--- src/rtl/ser_pkg.sv ---
package ser_pkg;
  typedef enum logic [1:0] {
    MODE_OFF  = 2'd0,
    MODE_WAIT = 2'd1,
    MODE_RUN  = 2'd2
  } ser_mode_e;
endpackage

--- src/rtl/ser_hold.sv ---
module ser_hold #(
  parameter int NCH   = 4,
  parameter int WBITS = 12
) (
  input  logic                 clk,
  input  logic                 rst_n,
  input  logic                 valid,
  input  logic                 pdwn,
  input  logic [NCH*WBITS-1:0] din,
  output logic [NCH*WBITS-1:0] hold
);
  logic                 cap_en;
  logic [NCH*WBITS-1:0] hold_n;

  always_comb begin
    cap_en = valid & ~pdwn;
    hold_n = cap_en ? din : hold;
  end

  always_ff @(posedge clk or negedge rst_n) begin
    if (!rst_n) hold <= '0;
    else        hold <= hold_n;
  end

  // without an accepted strobe the holding register keeps its word
  p_hold_keep_r5: assert property (@(posedge clk) disable iff (!rst_n)
    !(valid && !pdwn) |=> $stable(hold));
endmodule

--- src/rtl/ser_frame_ctl.sv ---
module ser_frame_ctl
  import ser_pkg::*;
#(
  parameter int CYC = 6
) (
  input  logic clk,
  input  logic rst_n,
  input  logic lock,
  input  logic pdwn,
  output logic load,
  output logic shift,
  output logic clr,
  output logic frm,
  output logic run
);
  localparam int PW   = (CYC > 1) ? $clog2(CYC) : 1;
  localparam int HALF = CYC / 2;

  ser_mode_e       mode, mode_n;
  logic [PW-1:0]   ph, ph_n;
  logic            frm_n;

  always_comb begin
    mode_n = mode;
    ph_n   = ph;
    frm_n  = frm;
    load   = 1'b0;
    shift  = 1'b0;
    clr    = 1'b0;
    if (pdwn) begin
      mode_n = MODE_OFF;
      ph_n   = '0;
      frm_n  = 1'b0;
      clr    = 1'b1;
    end else if (!lock) begin
      mode_n = MODE_WAIT;
    end else if (mode != MODE_RUN || ph == PW'(CYC - 1)) begin
      mode_n = MODE_RUN;
      ph_n   = '0;
      frm_n  = 1'b1;
      load   = 1'b1;
    end else begin
      ph_n   = ph + 1'b1;
      frm_n  = (int'(ph) + 1) < HALF;
      shift  = 1'b1;
    end
  end

  always_ff @(posedge clk or negedge rst_n) begin
    if (!rst_n) begin
      mode <= MODE_WAIT;
      ph   <= '0;
      frm  <= 1'b0;
    end else begin
      mode <= mode_n;
      ph   <= ph_n;
      frm  <= frm_n;
    end
  end

  assign run = (mode == MODE_RUN);

  // the phase never leaves the frame
  p_ph_range_r3: assert property (@(posedge clk) disable iff (!rst_n)
    int'(ph) < CYC);
  // frame clock rises only on the first cycle of a frame
  p_frm_rise_start_r4: assert property (@(posedge clk) disable iff (!rst_n)
    $rose(frm) |-> (ph == '0 && run));
  // while unlocked the frame clock and phase are frozen
  p_unlock_static_r6: assert property (@(posedge clk) disable iff (!rst_n)
    (!lock && !pdwn) |=> ($stable(frm) && $stable(ph)));
endmodule

--- src/rtl/ser_lane.sv ---
module ser_lane #(
  parameter int WBITS = 12
) (
  input  logic             clk,
  input  logic             rst_n,
  input  logic             load,
  input  logic             shift,
  input  logic             clr,
  input  logic [WBITS-1:0] word,
  output logic             bit_hi,
  output logic             bit_lo
);
  logic [WBITS-1:0] sh, sh_n;

  always_comb begin
    sh_n = sh;
    if (clr)        sh_n = '0;
    else if (load)  sh_n = word;
    else if (shift) sh_n = {sh[WBITS-3:0], 2'b00};
  end

  always_ff @(posedge clk or negedge rst_n) begin
    if (!rst_n) sh <= '0;
    else        sh <= sh_n;
  end

  assign bit_hi = sh[WBITS-1];
  assign bit_lo = sh[WBITS-2];
endmodule

--- src/rtl/quad_ddr_serializer.sv ---
module quad_ddr_serializer #(
  parameter int NCH   = 4,
  parameter int WBITS = 12
) (
  input  logic                 clk_fast,
  input  logic                 arst_n,
  input  logic                 smp_valid,
  input  logic [NCH*WBITS-1:0] smp_data,
  input  logic                 pll_lock,
  input  logic                 pwr_down,
  output logic [NCH-1:0]       lane_hi,
  output logic [NCH-1:0]       lane_lo,
  output logic                 bclk_en,
  output logic                 frame_clk
);
  localparam int CYC = WBITS / 2;

  logic [1:0]           rst_sync;
  logic                 rst_n;
  logic [NCH*WBITS-1:0] hold;
  logic                 load, shift, clr;

  always_ff @(posedge clk_fast or negedge arst_n) begin
    if (!arst_n) rst_sync <= 2'b00;
    else         rst_sync <= {rst_sync[0], 1'b1};
  end
  assign rst_n = rst_sync[1];

  ser_hold #(.NCH(NCH), .WBITS(WBITS)) u_hold (
    .clk   (clk_fast),
    .rst_n (rst_n),
    .valid (smp_valid),
    .pdwn  (pwr_down),
    .din   (smp_data),
    .hold  (hold)
  );

  ser_frame_ctl #(.CYC(CYC)) u_ctl (
    .clk   (clk_fast),
    .rst_n (rst_n),
    .lock  (pll_lock),
    .pdwn  (pwr_down),
    .load  (load),
    .shift (shift),
    .clr   (clr),
    .frm   (frame_clk),
    .run   (bclk_en)
  );

  for (genvar c = 0; c < NCH; c++) begin : g_lane
    ser_lane #(.WBITS(WBITS)) u_lane (
      .clk    (clk_fast),
      .rst_n  (rst_n),
      .load   (load),
      .shift  (shift),
      .clr    (clr),
      .word   (hold[c*WBITS +: WBITS]),
      .bit_hi (lane_hi[c]),
      .bit_lo (lane_lo[c])
    );
  end

  // power-down silences every output on the following cycle
  p_pdwn_quiet_r7: assert property (@(posedge clk_fast) disable iff (!rst_n)
    pwr_down |=> (lane_hi == '0 && lane_lo == '0 && !frame_clk && !bclk_en));
  // loss of lock freezes the data lanes
  p_unlock_lanes_r6: assert property (@(posedge clk_fast) disable iff (!rst_n)
    (!pll_lock && !pwr_down) |=> ($stable(lane_hi) && $stable(lane_lo) && !bclk_en));
endmodule

--- config.mk ---
export PLATFORM = sky130hd
export DESIGN_NAME = quad_ddr_serializer
export DESIGN_NICKNAME = d
export VERILOG_FILES = /design/src/rtl/ser_pkg.sv /design/src/rtl/ser_hold.sv /design/src/rtl/ser_frame_ctl.sv /design/src/rtl/ser_lane.sv /design/src/rtl/quad_ddr_serializer.sv
export SDC_FILE = /design/constraint.sdc
export NUM_CORES = 1
export LEC_CHECK = 0
export CAP_MARGIN = 30
export CORE_MARGIN = 3
export CORE_UTILIZATION = 25
export CTS_BUF_LIST = sky130_fd_sc_hd__clkbuf_8 sky130_fd_sc_hd__clkbuf_16
export DETAILED_ROUTE_END_ITERATION = 8
export PLACE_DENSITY = 0.46
export SLEW_MARGIN = 30
export SYNTH_ARGS = -nofsm -noshare
export SYNTH_HDL_FRONTEND = slang
export SYNTH_SLANG_ARGS = --single-unit
--- constraint.sdc ---
create_clock -name clk_fast -period 6.01 [get_ports clk_fast]
set_clock_uncertainty 0.1 [all_clocks]
set_input_delay 1.803 -clock clk_fast [delete_from_list [all_inputs] [get_ports clk_fast]]
set_output_delay 1.803 -clock clk_fast [all_outputs]
set_load 0.1 [all_outputs]
Yosys cells after proc, flatten, opt, wreduce, memory -nomap -nowiden --
Cells that the tools add are included. W data, S select, Z words.
Storage, ports and cells: bits of input ports 53, flip-flop bits (word level) 104, logic and storage cells 49
Operators by class: mux-type cells 28, order comparisons 1, $add $sub $neg 2, equal/unequal tests 4, bitwise gates (word level) 2, reductions and logical operators 3
Operator list (number):
- $mux W12 | 12
- $lt A32 B3 Y1 const B | 1
- $mux W1 | 10
- $mux W3 | 3
- $mux W2 | 3
- $add A3 B1 Y4 const B | 1
- $add A3 B1 Y3 const B | 1
- $eq A3 B3 Y1 const B | 1
- $ne A3 B1 Y1 const B | 1
- $reduce_bool A3 Y1 | 1
- $eq A2 B2 Y1 const B | 1
- $ne A2 B2 Y1 const B | 1
- $reduce_bool A2 Y1 | 1
- $and A1 B1 Y1 | 1
- $logic_or A1 B1 Y1 | 1
- $not A1 Y1 | 1

Longest topological paths before layout --
depth after elaboration 8, gate-level depth with buffers 7, depth with buffers taken out 5

Cells and area by module --
A second synthesis with hierarchy kept.
Unflattened totals: cell total of the unflattened synthesis 350, area total of the unflattened synthesis 4699.5 sq um
Modules (own cells, without submodules):
- ser_lane | instances 4, area each 595.6 sq um, cells an instance 52
- ser_hold | instances 1, area each 1896.8 sq um, cells an instance 102
- ser_frame_ctl | instances 1, area each 366.6 sq um, cells an instance 37
- quad_ddr_serializer | instances 1, area each 53.8 sq um, cells an instance 3

Worst setup path after synthesis --
OpenSTA, ideal clock, no wires.
path kind in2reg, start point input smp_valid, end point register u_hold.hold[10], required time 5785 ps, path buffers 2, setup time 125 ps, setup slack 3099 ps, data arrival time 2687 ps, stages 4, cells stage by stage nor2b_1 buf_2 buf_4 mux2_2
Between the ends: longest elaborated chain between the ends 1
RTL lines:
- start, declared | line quad_ddr_serializer.sv:7 | input logic smp_valid,
- $and A1 B1 Y1 | line ser_hold.sv:16 | cap_en = valid & ~pdwn;
- end signal, assigned | line ser_hold.sv:22 | else hold <= hold_n;
- end, declared | line ser_hold.sv:10 | output logic [NCH*WBITS-1:0] hold
Every way passes these cells. A chain may end at the register's enable or synchronous reset.

Worst setup path after layout --
start point register u_ctl.mode[0], end point output bclk_en
Between the ends: longest elaborated chain between the ends 1
RTL lines:
- start, declared | line ser_frame_ctl.sv:19 | ser_mode_e mode, mode_n;
- start signal, assigned | line ser_frame_ctl.sv:55 | mode <= mode_n;
- $eq A2 B2 Y1 | line ser_frame_ctl.sv:61 | assign run = (mode == MODE_RUN);
- end, declared | line quad_ddr_serializer.sv:13 | output logic bclk_en,
Every way passes these cells.

==> tab_implementation.tex <==
\begin{tabular}{lr}
\hline
Metric & Value \\
\hline
\multicolumn{2}{l}{\textbf{Place}} \\
Placed Cells & 552 \\
Detail Placement HPWL & 5.32 mm \\
Global placer's final weighted congestion & 0.694 \\
IO Port Bufs & 62 \\
\multicolumn{2}{l}{\textbf{Logic synthesis}} \\
Top cell type by total area after synthesis & dfrtp\_1 \\
Synthesized instance count & slightly below 300 \\
Syn avg cell area & 14.4 sq um \\
Post-Synthesis Cell Area & $\sim$0.0042 sq mm \\
Asr flop ratio synth & 100\% \\
Synthesized netlist net count & 350 \\
Top-count cell post-synth & dfrtp\_1 \\
Most numerous cell types in the synthesized netlist & dfrtp\_1, mux2\_2, a221o\_1, and2\_1, buf\_4 \\
EDFF count, synth & 0 \\
Synthesis warning total & 0 \\
Seq/Total Area, Yosys & 61.3\% \\
\#FFs+latches synth & 104 \\
Number of different library cells in the post-synthesis netlist & 30 \\
Leading post-synthesis cells by cell area & dfrtp\_1, mux2\_2, a221o\_1 \\
Dominant register cell in the synthesized netlist & dfrtp\_1 \\
Share of the synthesized area in the top cell type & 60.7\% \\
\multicolumn{2}{l}{\textbf{Worst setup path}} \\
Critical path buffer and inverter count & 1 \\
Dominant delay contributor by cell family on the critical path & buffers and inverters \\
Critical path endpoint category & output pin \\
Start-to-end type of the worst setup path & reg -> out \\
Req. time, crit path & 4110 ps \\
Slowest library cell on the worst path & clkdlybuf4s50\_1 \\
Delay contributed by the slowest stage of the critical path & 1150 ps \\
Critical Path AT & 2110 ps \\
Startpoint type of the worst setup path & register \\
Largest fanout of any net on the critical path & 4 \\
Worst path cell trace & and2b\_2, clkdlybuf4s50\_1 \\
\multicolumn{2}{l}{\textbf{STA}} \\
Setup violations, final & 0 \\
Unrepaired setup endpoints after global routing & no \\
Pin slew with the least headroom to its limit & 971 ps \\
Post-route clock period utilization & 66.8\% \\
Maximum operating frequency & 0.249 GHz \\
Final Hold Violating Endpoints & 0 \\
Final sum of negative setup slack & 0 ps \\
Final Slew Violations & 0 \\
Tightest slew margin relative to the limit & 35.1\% \\
Final critical-path required period & 4010 ps \\
\multicolumn{2}{l}{\textbf{Global route}} \\
Vias in the first global route & about 2700 \\
Number of antenna violations at the first check in global routing & 0 \\
Overflow left after global routing & 0 \\
Overall Global Routing Usage & roughly 10\% \\
Largest net degree at the start of global routing & 68 \\
Wire length of the first global-routing pass & 14.4 mm \\
\multicolumn{2}{l}{\textbf{Route}} \\
Routed WL per cell & 15.2 microns \\
DRC errors left & 0 \\
DRT iter0 DRCs & 150 \\
Remaining antenna violation count after routing & 0 \\
Per-cell via count in the routed design & 4.39 \\
Initial DRT Pass Iterations & 4 \\
Total Wirelength & approximately 8.6 mm \\
Total vias in the final route & around 2500 \\
\multicolumn{2}{l}{\textbf{Power and ir drop}} \\
Max IR drop VDD & 0.000137 V \\
Pleak & 2.32 nW \\
Power density over the cells & between 300 and 400 mW/mm\^{}2 \\
\multicolumn{2}{l}{\textbf{Finish}} \\
Final standard cell count with taps included and fillers excluded & 569 \\
Growth of design area from synthesis to finish & 27.0\% \\
Combined flip-flop and latch cell area & about 0.0026 sq mm \\
Multi-input logic area & about 0.0015 sq mm \\
Final core occ & 32.5\% \\
Total of fill cells in the finished design & 1653 \\
Fraction of layout instances using a drive strength above 1 & 22.6\% \\
Antenna Cells & 0 \\
Total Nets Final & 400 \\
\multicolumn{2}{l}{\textbf{Floorplan}} \\
Number of standard-cell rows in the floorplan & between 40 and 50 \\
Starting utilization of the core area & 25.6\% \\
Die Span X & approximately 140 microns \\
Total Die Area & 0.0186 sq mm \\
Floorplan core area & 0.0166 sq mm \\
Number of top-level design ports & 63 \\
Die outline height & 136 microns \\
\multicolumn{2}{l}{\textbf{Clock tree}} \\
Clock Tree Buf Depth & 2 \\
Clock tree from TritonCTS & yes \\
\# hold bufs at CTS & 0 \\
Clock tree root driver cell & clkbuf\_16 \\
Number of levels the H-tree was split into & 3 \\
Clock transition at the register clock pins on the worst setup and hold paths after CTS & 70 ps \\
Post-CTS setup buffer count & 0 \\
Number of buffers created by CTS & 9 \\
Clock latency at the later pin of the worst-skew pair & 340 ps \\
Gates resized, CTS repair & 0 \\
Clk sink count & about 100 \\
\multicolumn{2}{l}{\textbf{Run}} \\
Maximum Capacitance Violations & 0 \\
\multicolumn{2}{l}{\textbf{Status}} \\
Status & finished, final reports clean \\
\multicolumn{2}{l}{\textbf{Worst hold path}} \\
Hold Crit Class & reg -> async \\
\hline
\end{tabular}
## state kept, by name, summed over array words and instances, names as in the netlist
signal            count
g_lane.u_lane.sh     48
u_hold.hold          48
u_ctl.ph              3
rst_sync              2
u_ctl.mode            2
u_ctl.frm             1
## through the flow
step           hold WS (ps)  instance area [sq um]  power, W  setup WS (ps)
6_report                188                   5400   0.00172           2000
5_1_grt                 234                   5400   0.00179           1950
4_1_cts                 214                   5380   0.00175           1970
3_5_place_dp            210                   5030   0.00105           1830
3_3_place_gp            209                   5000   0.00105           1900
2_1_floorplan           231                   4250  0.000975           2800
## routing by layer
metal / vias to the layer above / wire (microns) / GRT usage (%) / part of all wire, %
met5: - / 0 / 0 / 0
met4: 0 / 125 / 3.58 / 1.4
met3: 12 / 407 / 2.52 / 4.7
met2: 57 / 3970 / 15.2 / 46
met1: 1262 / 4140 / 13.6 / 48
li1: 1167 / - / - / -
## cell usage in the layout, fill, tap and decap left out, types with 3 or more instances in the layout
| master | netlist | layout |
|---|---|---|
| buf_4 | 11 | 3 |
| bufinv_16 | 0 | 3 |
| and2_1 | 40 | 40 |
| clkbuf_16 | 0 | 9 |
| clkdlybuf4s50_1 | 0 | 62 |
| clkinv_4 | 0 | 3 |
| inv_1 | 3 | 3 |
| a22o_1 | 9 | 9 |
| dfrtp_1 | 103 | 102 |
| mux2_2 | 49 | 49 |
| ha_1 | 3 | 3 |
| a221o_1 | 41 | 41 |
## layout make-up
class / count / area share, %
Clock buffer: 10 / 4.43
Inverter: 4 / 0.278
Timing Repair Buffer: 67 / 12.7
Multi-Input combinational cell: 158 / 27.0
Clock inverter: 6 / 2.16
Sequential cell: 104 / 48.3
Tap cell: 220 / 5.10
## power by group
group,internal (W),switching (W)
logic,0.000110,0.000101
clock network,0.000421,0.000262
registers,0.000777,0.0000452
total,0.00131,0.000409
## cells by family after synthesis
group,after synthesis,share of synthesized area (%)
XOR/XNOR,1,0.206
AND/OR/NAND/NOR,51,7.66
AO/OA/AOI/OAI,53,12.0
buffers and inverters,32,4.92
other,1,0.0883
multiplexers,49,13.0
adder cells (fa/ha/maj),3,0.884
flip-flops,104,61.3
## path summary, 6_finish.rpt
| path | startpoint | end | slack, ps | cells after the start |
|---|---|---|---|---|
| min | rst_sync[1] | g_lane[0].u_lane.sh[8] | 190 | 0 |
| max in group asynchronous | arst_n | rst_sync[1] | 4160 | 1 |
| min reg2reg | rst_sync[1] | g_lane[0].u_lane.sh[8] | 190 | 0 |
| max | u_ctl.mode[0] | bclk_en | 2000 | 2 |
| min in group clk_fast | rst_sync[0] | rst_sync[1] | 260 | 0 |
| max reg2reg | u_ctl.ph[1] | g_lane[1].u_lane.sh[11] | 4020 | 6 |
(Power assumes the default switching activity.)
